`src/rtl/mbox_pkg.sv`:
```
package mbox_pkg;
  localparam int MBOX_CPUS   = 2;
  localparam int MBOX_AW     = 12;
  localparam int ID_WORDS    = 12;
  localparam logic [MBOX_AW-1:0] CPU_STRIDE = 12'h010;
  localparam logic [MBOX_AW-1:0] OFF_STAT   = 12'h000;
  localparam logic [MBOX_AW-1:0] OFF_RAISE  = 12'h004;
  localparam logic [MBOX_AW-1:0] OFF_LOWER  = 12'h008;
  localparam logic [MBOX_AW-1:0] ID_BASE    = 12'hFD0;
  localparam logic [MBOX_AW-1:0] ID_LAST    = ID_BASE + MBOX_AW'(4 * (ID_WORDS - 1));

  typedef enum logic [2:0] {
    SEL_NONE,
    SEL_STAT,
    SEL_RAISE,
    SEL_LOWER,
    SEL_ID
  } sel_kind_e;

  typedef struct packed {
    sel_kind_e   kind;
    logic        cpu;
    logic [3:0]  id_idx;
    logic        legal;
  } dec_t;

  function automatic logic [7:0] id_byte(input logic [3:0] idx);
    case (idx)
      4'd0:    id_byte = 8'h04;
      4'd4:    id_byte = 8'h56;
      4'd5:    id_byte = 8'hB8;
      4'd6:    id_byte = 8'h0B;
      4'd8:    id_byte = 8'h0D;
      4'd9:    id_byte = 8'hF0;
      4'd10:   id_byte = 8'h05;
      4'd11:   id_byte = 8'hB1;
      default: id_byte = 8'h00;
    endcase
  endfunction
endpackage

```
`src/rtl/mbox_decode.sv`:
```
module mbox_decode
  import mbox_pkg::*;
#(
  parameter int AW = MBOX_AW,
  parameter int BW = 4
) (
  input  logic [AW-1:0] addr,
  input  logic [BW-1:0] be,
  output dec_t          dec
);
  always_comb begin
    dec        = '0;
    dec.kind   = SEL_NONE;
    dec.legal  = (be == {BW{1'b1}}) && (addr[1:0] == 2'b00);
    for (int c = 0; c < MBOX_CPUS; c++) begin
      if (addr == (AW'(c) * CPU_STRIDE) + OFF_STAT) begin
        dec.kind = SEL_STAT;  dec.cpu = 1'(c);
      end else if (addr == (AW'(c) * CPU_STRIDE) + OFF_RAISE) begin
        dec.kind = SEL_RAISE; dec.cpu = 1'(c);
      end else if (addr == (AW'(c) * CPU_STRIDE) + OFF_LOWER) begin
        dec.kind = SEL_LOWER; dec.cpu = 1'(c);
      end
    end
    if (addr >= ID_BASE && addr <= ID_LAST && addr[1:0] == 2'b00) begin
      dec.kind   = SEL_ID;
      dec.id_idx = 4'((addr - ID_BASE) >> 2);
    end
  end
endmodule

```
`src/rtl/mbox_word.sv`:
```
module mbox_word #(
  parameter int          DW   = 32,
  parameter logic [DW-1:0] MASK = '1
) (
  input  logic          clk,
  input  logic          rst_n,
  input  logic          raise_en,
  input  logic          lower_en,
  input  logic [DW-1:0] bits,
  output logic [DW-1:0] word_q,
  output logic          irq
);
  logic [DW-1:0] raise_bits, lower_bits, word_d;

  always_comb begin
    raise_bits = raise_en ? (bits & MASK) : '0;
    lower_bits = lower_en ? bits : '0;
    // lowering is applied after raising
    word_d     = (word_q | raise_bits) & ~lower_bits;
  end

  always_ff @(posedge clk) begin
    if (!rst_n) word_q <= '0;
    else        word_q <= word_d;
  end

  assign irq = |word_q;
endmodule

```
`src/rtl/mbox_id_rom.sv`:
```
module mbox_id_rom
  import mbox_pkg::*;
#(
  parameter int DW = 32
) (
  input  logic [3:0]    idx,
  output logic [DW-1:0] value
);
  always_comb value = DW'(id_byte(idx));
endmodule

```
`src/rtl/doorbell_mbox.sv`:
```
module doorbell_mbox
  import mbox_pkg::*;
#(
  parameter int DW        = 32,
  parameter int INTR_BITS = 32
) (
  input  logic                 clk,
  input  logic                 rst_n,
  input  logic [MBOX_AW-1:0]   bus_addr,
  input  logic                 bus_we,
  input  logic                 bus_re,
  input  logic [3:0]           bus_be,
  input  logic [31:0]          bus_wdata,
  output logic [31:0]          bus_rdata,
  output logic                 bus_err,
  output logic [MBOX_CPUS-1:0] irq
);
  localparam logic [DW-1:0] VALID_MASK =
    (INTR_BITS >= DW) ? {DW{1'b1}} : DW'((64'(1) << INTR_BITS) - 64'(1));

  dec_t          dec;
  logic [DW-1:0] word_q [MBOX_CPUS];
  logic [DW-1:0] id_val;
  logic [DW-1:0] rd_d;
  logic          err_d;

  mbox_decode #(.AW(MBOX_AW), .BW(4)) u_dec (
    .addr (bus_addr),
    .be   (bus_be),
    .dec  (dec)
  );

  mbox_id_rom #(.DW(DW)) u_id (
    .idx   (dec.id_idx),
    .value (id_val)
  );

  for (genvar c = 0; c < MBOX_CPUS; c++) begin : g_cpu
    logic hit;
    assign hit = bus_we && dec.legal && (dec.cpu == 1'(c));
    mbox_word #(.DW(DW), .MASK(VALID_MASK)) u_word (
      .clk      (clk),
      .rst_n    (rst_n),
      .raise_en (hit && dec.kind == SEL_RAISE),
      .lower_en (hit && dec.kind == SEL_LOWER),
      .bits     (bus_wdata),
      .word_q   (word_q[c]),
      .irq      (irq[c])
    );
  end

  always_comb begin
    rd_d  = '0;
    err_d = 1'b0;
    if (!dec.legal) begin
      err_d = bus_we || bus_re;
    end else begin
      unique case (dec.kind)
        SEL_STAT: begin
          rd_d  = word_q[dec.cpu];
          err_d = bus_we;
        end
        SEL_RAISE, SEL_LOWER: err_d = bus_re;
        SEL_ID: begin
          rd_d  = id_val;
          err_d = bus_we;
        end
        default: err_d = bus_we || bus_re;
      endcase
    end
  end

  always_ff @(posedge clk) begin
    if (!rst_n) begin
      bus_rdata <= '0;
      bus_err   <= 1'b0;
    end else begin
      bus_rdata <= bus_re ? rd_d : '0;
      bus_err   <= err_d;
    end
  end
endmodule

```
`config.mk`:
```
export PLATFORM = sky130hd
export DESIGN_NAME = doorbell_mbox
export DESIGN_NICKNAME = d
export VERILOG_FILES = /design/src/rtl/mbox_pkg.sv /design/src/rtl/mbox_decode.sv /design/src/rtl/mbox_word.sv /design/src/rtl/mbox_id_rom.sv /design/src/rtl/doorbell_mbox.sv
export SDC_FILE = /design/constraint.sdc
export NUM_CORES = 1
export LEC_CHECK = 0
export BUFFER_PORTS_ARGS = -buffer_cell sky130_fd_sc_hd__buf_2
export CAP_MARGIN = 10
export CORE_MARGIN = 1.5
export CORE_UTILIZATION = 55
export CTS_BUF_LIST = sky130_fd_sc_hd__clkbuf_8
export DETAILED_ROUTE_END_ITERATION = 12
export GPL_TIMING_DRIVEN = 0
export MAX_ROUTING_LAYER = met4
export PLACE_DENSITY = 0.8
export SETUP_SLACK_MARGIN = 0.15
export SYNTH_ARGS = -nofsm -noshare
export SYNTH_HDL_FRONTEND = slang
export SYNTH_SLANG_ARGS = --single-unit
```
`constraint.sdc`:
```
create_clock -name clk -period 7.1 [get_ports clk]
set_input_delay 1.065 -clock clk [delete_from_list [all_inputs] [get_ports clk]]
set_output_delay 1.065 -clock clk [all_outputs]
set_load 0.01 [all_outputs]
```
==> impl_metrics.prom, run 1 <==
# TYPE chip_impl_metric gauge
chip_impl_info{name="rsz0062_at_grt",value="false"} 1
chip_impl_metric{name="place_hpwl",unit="mm"} 9.15
chip_impl_metric{name="cts.sinks",unit=""} 97
chip_impl_metric{name="hold_buffers",unit=""} 0
chip_impl_metric{name="overall_global_routing_usage",unit=""} 0.307
chip_impl_metric{name="multi_input_comb_area",unit="mm^2"} 0.00223
chip_impl_metric{name="synth_fp_nets",unit=""} 573
chip_impl_metric{name="layout.cells.non_filler",unit=""} 717
chip_impl_metric{name="route.detailed.drc",unit=""} 0
chip_impl_metric{name="cts.reportedPaths.clkPinSlew",unit="ns"} 0.09
chip_impl_info{name="cp_slowest_cell",value="or4b_2"} 1
chip_impl_metric{name="firstDrtPassIters",unit=""} 5
chip_impl_metric{name="placement.io_buffers",unit=""} 85
chip_impl_metric{name="fmaxAchievable",unit="MHz"} 320
chip_impl_metric{name="post-cts-setup-buffer-count",unit=""} 0
chip_impl_metric{name="p_int",unit="uW"} 778
chip_impl_info{name="worstSetupPathType",value="in2reg"} 1
chip_impl_metric{name="data_arrival_at_the_endpoint_of_the_critical_path",unit="ns"} 3.39
chip_impl_info{name="synthMostInstantiatedCell",value="nand2_1"} 1
chip_impl_metric{name="timing.critical_path.buf_inv",unit=""} 2
chip_impl_metric{name="synth_sequential_area_ratio",unit=""} 0.435
chip_impl_info{name="synth_top_cells_by_area",value="dfxtp_1 (44%), a31o_1 (12%), nand2_1 (10%), a31oi_1 (8.8%), a21oi_1 (2.8%)"} 1
chip_impl_metric{name="r2r_slack",unit="ns"} 6.27
chip_impl_metric{name="vdd_drop_max",unit="V"} 0.000120
chip_impl_metric{name="yosys_warnings",unit=""} 0
chip_impl_metric{name="share_seq_of_total_power",unit=""} 0.536
chip_impl_info{name="critical_path.startpoint_type",value="input port"} 1
chip_impl_metric{name="critPathRequiredTime",unit="ns"} 7.36
chip_impl_metric{name="crit_cells",unit=""} 7
chip_impl_metric{name="io_pins",unit=""} 87
chip_impl_metric{name="cts-buffers-inserted",unit=""} 9
chip_impl_metric{name="n_fill_cell",unit=""} 696
chip_impl_metric{name="ff_latch_area",unit="mm^2"} 0.00194
chip_impl_metric{name="dpl.cell_count",unit=""} 701
chip_impl_metric{name="drive_gt1_frac",unit=""} 0.226
chip_impl_metric{name="place_area",unit="mm^2"} 0.00501
chip_impl_metric{name="post_cts_resized",unit=""} 0
chip_impl_metric{name="syn2layout_area_growth",unit="%"} 17.5
chip_impl_info{name="tritoncts_clock_tree",value="done"} 1
chip_impl_metric{name="netlist-cell-type-count",unit=""} 42
chip_impl_metric{name="power.density",unit="mW/mm^2"} 194
chip_impl_metric{name="first_global_vias",unit=""} 4187
chip_impl_info{name="clock-root-buffer",value="clkbuf_8"} 1
chip_impl_metric{name="maximum_number_of_pins_on_one_net_before_global_route_repair",unit=""} 17
chip_impl_metric{name="insertion_delay",unit="ns"} 0.37
chip_impl_metric{name="total_power",unit="mW"} 1.02
chip_impl_info{name="worst_hold_path_type",value="reg2reg"} 1
chip_impl_metric{name="grt_antenna_before_repair",unit=""} 0
chip_impl_info{name="synthDominantAreaCellType",value="dfxtp_1"} 1
chip_impl_info{name="crit_path_end_kind",value="flip-flop"} 1
chip_impl_info{name="grt-busiest-layer",value="met2"} 1
chip_impl_metric{name="worstMarginPinSlew",unit="ns"} 0.666
chip_impl_info{name="r2r_start",value="g_cpu[0].u_word.word_q[4]"} 1
chip_impl_metric{name="worstRegToRegCells",unit=""} 2
chip_impl_metric{name="met2_usage",unit=""} 0.485
chip_impl_metric{name="final.setup.tns",unit="ns"} 0
chip_impl_metric{name="grt_overflow",unit=""} 0
chip_impl_metric{name="slowest_delay",unit="ns"} 0.74
chip_impl_info{name="min_from",value="g_cpu[1].u_word.word_q[27]"} 1
chip_impl_metric{name="power_switching_share",unit=""} 0.234
chip_impl_metric{name="detail_route.wl_per_cell",unit="um"} 17.7
chip_impl_metric{name="timing.max_slew.rel_slack",unit=""} 0.553
chip_impl_metric{name="maximum_capacitance_violations",unit=""} 0
chip_impl_metric{name="fp.dieArea",unit="mm^2"} 0.00866
chip_impl_metric{name="synth-seq-cells",unit=""} 97
chip_impl_metric{name="floorplan.die.width",unit="um"} 93.1
chip_impl_info{name="r2r_end",value="bus_rdata[4]"} 1
chip_impl_metric{name="hold_depth",unit=""} 2
chip_impl_metric{name="instance_count_of_the_mapped_netlist",unit=""} 514
chip_impl_metric{name="antennaDiodeCount",unit=""} 0
chip_impl_metric{name="postSynth.asyncResetShare",unit=""} 0
chip_impl_metric{name="power_leakage",unit="nW"} 2.05
chip_impl_metric{name="post_layout_minimum_cycle_time",unit="ns"} 3.13
chip_impl_metric{name="vias",unit=""} 4430
chip_impl_info{name="timing.critical_path.cells",value="buf_2 -> ha_1 -> or4b_2 -> nor4_4 -> clkbuf_1 -> a31oi_1 -> a31o_1"} 1
chip_impl_metric{name="p_clk_frac",unit=""} 0.398
chip_impl_metric{name="hold_worst_slack",unit="ns"} 0.474
chip_impl_metric{name="net-switching-power",unit="uW"} 238
chip_impl_metric{name="total_nets_final",unit=""} 669
chip_impl_metric{name="worst-path-max-fanout",unit=""} 10
chip_impl_info{name="worst_setup_path_endpoint",value="g_cpu[0].u_word.word_q[27]"} 1
chip_impl_metric{name="cts_htree_levels",unit=""} 3
chip_impl_metric{name="grt_use_met1",unit=""} 0.404
chip_impl_metric{name="report.final.hold_viol_count",unit=""} 0
chip_impl_info{name="critPathTopFamily",value="simple AND/OR/NAND/NOR gates"} 1
chip_impl_metric{name="gp_congestion",unit=""} 0.958
chip_impl_metric{name="effective_utilization_at_floorplan",unit=""} 0.571
chip_impl_metric{name="route.detailed.vias_per_inst",unit=""} 6.18
chip_impl_metric{name="finalClockSkew",unit="ns"} 0.00778
chip_impl_metric{name="gate_power_share",unit=""} 0.066
chip_impl_metric{name="synth_area",unit="mm^2"} 0.00446
chip_impl_metric{name="post_synth.cell_area_avg",unit="um^2"} 8.68
chip_impl_info{name="crit_path_start",value="bus_addr[4]"} 1
chip_impl_metric{name="post-route-period-util",unit=""} 0.440
chip_impl_metric{name="global_route_wire_length_before_repair",unit="mm"} 20.1
chip_impl_metric{name="clock_path_buffers",unit=""} 2
chip_impl_metric{name="final_design_area_no_fill",unit="mm^2"} 0.00524
chip_impl_info{name="postSynth.topFlopCell",value="dfxtp_1"} 1
chip_impl_metric{name="post-route-worst-setup-slack",unit="ns"} 3.97
chip_impl_metric{name="finish.utilization",unit=""} 0.671
chip_impl_metric{name="dp_slack",unit="ns"} 3.63
chip_impl_metric{name="dieHeight",unit="um"} 93.1
chip_impl_info{name="outcome",value="completed"} 1
chip_impl_metric{name="use_met3",unit=""} 0.0407
chip_impl_metric{name="maxSlewViolCount",unit=""} 0
chip_impl_metric{name="yosysTopAreaCellShare",unit=""} 0.435
chip_impl_metric{name="synth_edf_count",unit=""} 0
chip_impl_metric{name="ant_nets",unit=""} 0
chip_impl_metric{name="detail_route.iter0.violations",unit=""} 314
chip_impl_metric{name="core_box_area",unit="mm^2"} 0.00781
chip_impl_metric{name="wl",unit="mm"} 12.7
chip_impl_metric{name="setup-violations-final",unit=""} 0
chip_impl_info{name="synth_common_cells",value="nand2_1 (120), dfxtp_1 (97), a31oi_1 (63)"} 1
chip_impl_metric{name="std_cell_rows",unit=""} 32
-- tightest hold or removal path, cell delays in order, from the launching register on --
cell	delay, ns
dfxtp_1	0.33
nand2_1	0.06
a21oi_1	0.05
-- cell usage in the layout, fill, tap and decap left out, drive strengths merged, types with 7 or more instances in the layout --
cell type	instances
a31oi	63
nor2	7
inv	8
a31o	64
buf	108
nand2	120
ha	7
a22oi	10
dfxtp	97
clkbuf	36
nand4	7
a21oi	25
nor4	19
-- flip-flops by register name, summed over array words and instances, names as in the netlist --
name / count
g_cpu.u_word.word_q: 64
bus_rdata: 32
bus_err: 1
-- worst min path at each step --
stage                         end  slack, ns
global route        bus_rdata[30]       0.50
floorplan           bus_rdata[10]       0.44
detailed placement  bus_rdata[29]       0.47
finish              bus_rdata[27]       0.47
CTS                 bus_rdata[27]       0.47
global placement    bus_rdata[29]       0.46
-- layout make-up --
cell class	instances	area share
clock buffer	10	0.0263
inverter	6	0.00430
timing repair buffer	85	0.0811
sequential	97	0.370
multi-input combinational	362	0.425
tap	102	0.0243
buffer	49	0.0511
clock inverter	6	0.0174
-- power groups by stage --
stage                     logic, mW  registers [mW]  clock network, mW
after floorplan              0.0309           0.557                  0
after global placement       0.0630           0.557                  0
after detailed placement     0.0648           0.557                  0
after CTS                    0.0650           0.544              0.409
after global routing         0.0713           0.544              0.433
final                        0.0666           0.544              0.404
-- layer usage --
metal / share of wire / up-vias
met5: 0 / -
met4: 0.018 / 0
met3: 0.084 / 24
met2: 0.47 / 213
met1: 0.43 / 2082
li1: - / 2111
-- cells by family (layout without fill, tap and decap cells) --
kind of cell / Yosys count / in the layout / synth area share
buf+inv: 55 / 156 / 0.0651
xor+xnor: 1 / 1 / 0.00196
fa+ha+maj: 7 / 7 / 0.0196
flops: 97 / 97 / 0.435
compound gates: 181 / 181 / 0.294
simple gates: 173 / 173 / 0.184
No activity file was read; power rests on OpenSTA's default activity.
==> run 2, diff against run 1 <==
- CORE_UTILIZATION: 55 -> 52
- PLACE_DENSITY: 0.8 -> 0.79
- clock period: 7.1 -> 2.6 ns (I/O delays scaled with it)
==> impl_metrics.prom, run 2 (same netlist as run 1, synthesis figures left out) <==
# TYPE chip_impl_metric gauge
chip_impl_info{name="outcome",value="completed"} 1
chip_impl_metric{name="std_cell_rows",unit=""} 33
chip_impl_metric{name="vdd_drop_max",unit="V"} 0.000271
chip_impl_info{name="critical_path.startpoint_type",value="input port"} 1
chip_impl_metric{name="antennaDiodeCount",unit=""} 0
chip_impl_metric{name="overall_global_routing_usage",unit=""} 0.295
chip_impl_metric{name="io_pins",unit=""} 87
chip_impl_info{name="tritoncts_clock_tree",value="done"} 1
chip_impl_metric{name="power_leakage",unit="nW"} 2.06
chip_impl_metric{name="vias",unit=""} 4539
chip_impl_metric{name="place_hpwl",unit="mm"} 9.18
chip_impl_metric{name="data_arrival_at_the_endpoint_of_the_critical_path",unit="ns"} 2.67
chip_impl_metric{name="global_route_wire_length_before_repair",unit="mm"} 20.2
chip_impl_metric{name="syn2layout_area_growth",unit="%"} 18.1
chip_impl_metric{name="layout.cells.non_filler",unit=""} 720
chip_impl_metric{name="route.detailed.drc",unit=""} 0
chip_impl_metric{name="maxSlewViolCount",unit=""} 0
chip_impl_metric{name="worstMarginPinSlew",unit="ns"} 0.656
chip_impl_metric{name="setup-violations-final",unit=""} 0
chip_impl_metric{name="post_layout_minimum_cycle_time",unit="ns"} 2.40
chip_impl_metric{name="cts.sinks",unit=""} 97
chip_impl_metric{name="power.density",unit="mW/mm^2"} 528
chip_impl_info{name="worstSetupPathType",value="in2reg"} 1
chip_impl_metric{name="finish.utilization",unit=""} 0.638
chip_impl_info{name="largest_registers",value="g_cpu.u_word.word_q: 64 flops, bus_rdata: 32 flops, bus_err: 1 flops"} 1
chip_impl_metric{name="fmaxAchievable",unit="MHz"} 416
chip_impl_metric{name="detail_route.wl_per_cell",unit="um"} 18.0
chip_impl_metric{name="cts-buffers-inserted",unit=""} 9
chip_impl_info{name="layout_commonest_cell",value="nand2_1"} 1
chip_impl_metric{name="multi_input_comb_area",unit="mm^2"} 0.00225
chip_impl_metric{name="worst-path-max-fanout",unit=""} 10
chip_impl_metric{name="post_cts_resized",unit=""} 0
chip_impl_metric{name="final.setup.tns",unit="ns"} 0
chip_impl_metric{name="clock_path_buffers",unit=""} 2
chip_impl_metric{name="drive_gt1_frac",unit=""} 0.237
chip_impl_metric{name="gp_congestion",unit=""} 0.907
chip_impl_metric{name="insertion_delay",unit="ns"} 0.36
chip_impl_metric{name="placement.io_buffers",unit=""} 85
chip_impl_metric{name="met2_length",unit="mm"} 6.03
chip_impl_metric{name="ant_nets",unit=""} 0
chip_impl_metric{name="dieHeight",unit="um"} 95.6
chip_impl_metric{name="cts.reportedPaths.clkPinSlew",unit="ns"} 0.10
chip_impl_metric{name="maximum_number_of_pins_on_one_net_before_global_route_repair",unit=""} 17
chip_impl_metric{name="floorplan.die.width",unit="um"} 95.6
chip_impl_metric{name="wl",unit="mm"} 13.0
chip_impl_info{name="clock-root-buffer",value="clkbuf_8"} 1
chip_impl_metric{name="met3_length",unit="mm"} 1.27
chip_impl_info{name="regMostFlops",value="g_cpu.u_word.word_q"} 1
chip_impl_info{name="topRoutingLayerUsed",value="met4"} 1
chip_impl_metric{name="firstDrtPassIters",unit=""} 6
chip_impl_metric{name="ff_latch_area",unit="mm^2"} 0.00194
chip_impl_metric{name="critPathRequiredTime",unit="ns"} 2.87
chip_impl_metric{name="timing.max_slew.rel_slack",unit=""} 0.559
chip_impl_metric{name="post-route-worst-setup-slack",unit="ns"} 0.197
chip_impl_info{name="worst_hold_path_type",value="in2reg"} 1
chip_impl_metric{name="dp_slack",unit="ns"} -0.225
chip_impl_metric{name="n_fill_cell",unit=""} 740
chip_impl_metric{name="total_nets_final",unit=""} 669
chip_impl_metric{name="total_power",unit="mW"} 2.78
chip_impl_metric{name="place_area",unit="mm^2"} 0.00502
chip_impl_metric{name="detail_route.iter0.violations",unit=""} 332
chip_impl_metric{name="maximum_capacitance_violations",unit=""} 0
chip_impl_metric{name="report.final.hold_viol_count",unit=""} 0
chip_impl_metric{name="effective_utilization_at_floorplan",unit=""} 0.540
chip_impl_metric{name="dpl.cell_count",unit=""} 704
chip_impl_metric{name="core_box_area",unit="mm^2"} 0.00826
chip_impl_info{name="crit_path_end_kind",value="flip-flop"} 1
chip_impl_metric{name="max_reg_flops",unit=""} 64
chip_impl_metric{name="cts_htree_levels",unit=""} 3
chip_impl_metric{name="route.detailed.vias_per_inst",unit=""} 6.30
chip_impl_info{name="rsz0062_at_grt",value="true"} 1
chip_impl_metric{name="hold_buffers",unit=""} 0
chip_impl_metric{name="fp.dieArea",unit="mm^2"} 0.00914
chip_impl_metric{name="first_global_vias",unit=""} 4326
chip_impl_metric{name="post-cts-setup-buffer-count",unit=""} 0
chip_impl_metric{name="post-route-period-util",unit=""} 0.924
chip_impl_metric{name="finalClockSkew",unit="ns"} 0.0112
chip_impl_metric{name="final_design_area_no_fill",unit="mm^2"} 0.00527
chip_impl_metric{name="grt_overflow",unit=""} 0
chip_impl_metric{name="grt_antenna_before_repair",unit=""} 0
chip_impl_metric{name="detail_route.wirelength.met1",unit="mm"} 5.30
chip_impl_metric{name="hold_worst_slack",unit="ns"} 0.280
chip_impl_info{name="layout.cells.most_common_list",value="nand2_1 (118), buf_2 (98), dfxtp_1 (97), a31oi_1 (63), a31o_1 (60)"} 1
## run 2: cell count changes in the layout (fill, tap and decap cells not counted)
cell | previous run | this run
ha_1 | 7 | 6
clkbuf_2 | 0 | 2
nand2_2 | 0 | 2
ha_2 | 0 | 1
nor4_2 | 0 | 2
nand2_1 | 120 | 118
nor4_1 | 17 | 15
clkbuf_1 | 26 | 24
## run 2: path summary, 6_finish.rpt
check                                                  end  cells past startpoint  slack [ns]                  startpoint
worst min-delay path             g_cpu[0].u_word.word_q[4]                      2        0.28                bus_wdata[4]
worst min register to register               bus_rdata[24]                      2        0.49  g_cpu[1].u_word.word_q[24]
worst max register to register                bus_rdata[4]                      2        1.76   g_cpu[0].u_word.word_q[4]
worst max-delay path            g_cpu[0].u_word.word_q[22]                      8        0.20                 bus_addr[4]
## run 2: final cells by class
cell class | instances | area share
repair buffers | 85 | 0.0807
flip-flops and latches | 97 | 0.369
plain buffers | 49 | 0.0513
inverters | 6 | 0.00427
clock inverters | 6 | 0.0173
multi-input cells | 362 | 0.427
clock buffers | 10 | 0.0261
well taps | 105 | 0.0249
## run 2: power breakdown
group	total, mW	switching, mW	internal [mW]	leakage (nW)
registers	1.49	0.000221	1.49	0.781
logic	0.182	0.117	0.0650	1.16
clock network	1.12	0.543	0.573	0.116
total	2.78	0.660	2.12	2.06
## run 2: routing by layer
metal / up-vias / global-route usage
met1: 2125 / 0.371
met2: 264 / 0.460
met5: - / -
met4: 0 / 0.146
met3: 40 / 0.0455
li1: 2110 / -
## run 2: worst max-delay path: stages
cell and delay (ns):
buf_2 0.13, inv_1 0.11, ha_1 0.20, or4b_2 0.67
nor4_4 0.31, clkbuf_1 0.48, a31oi_1 0.16, a31o_1 0.21
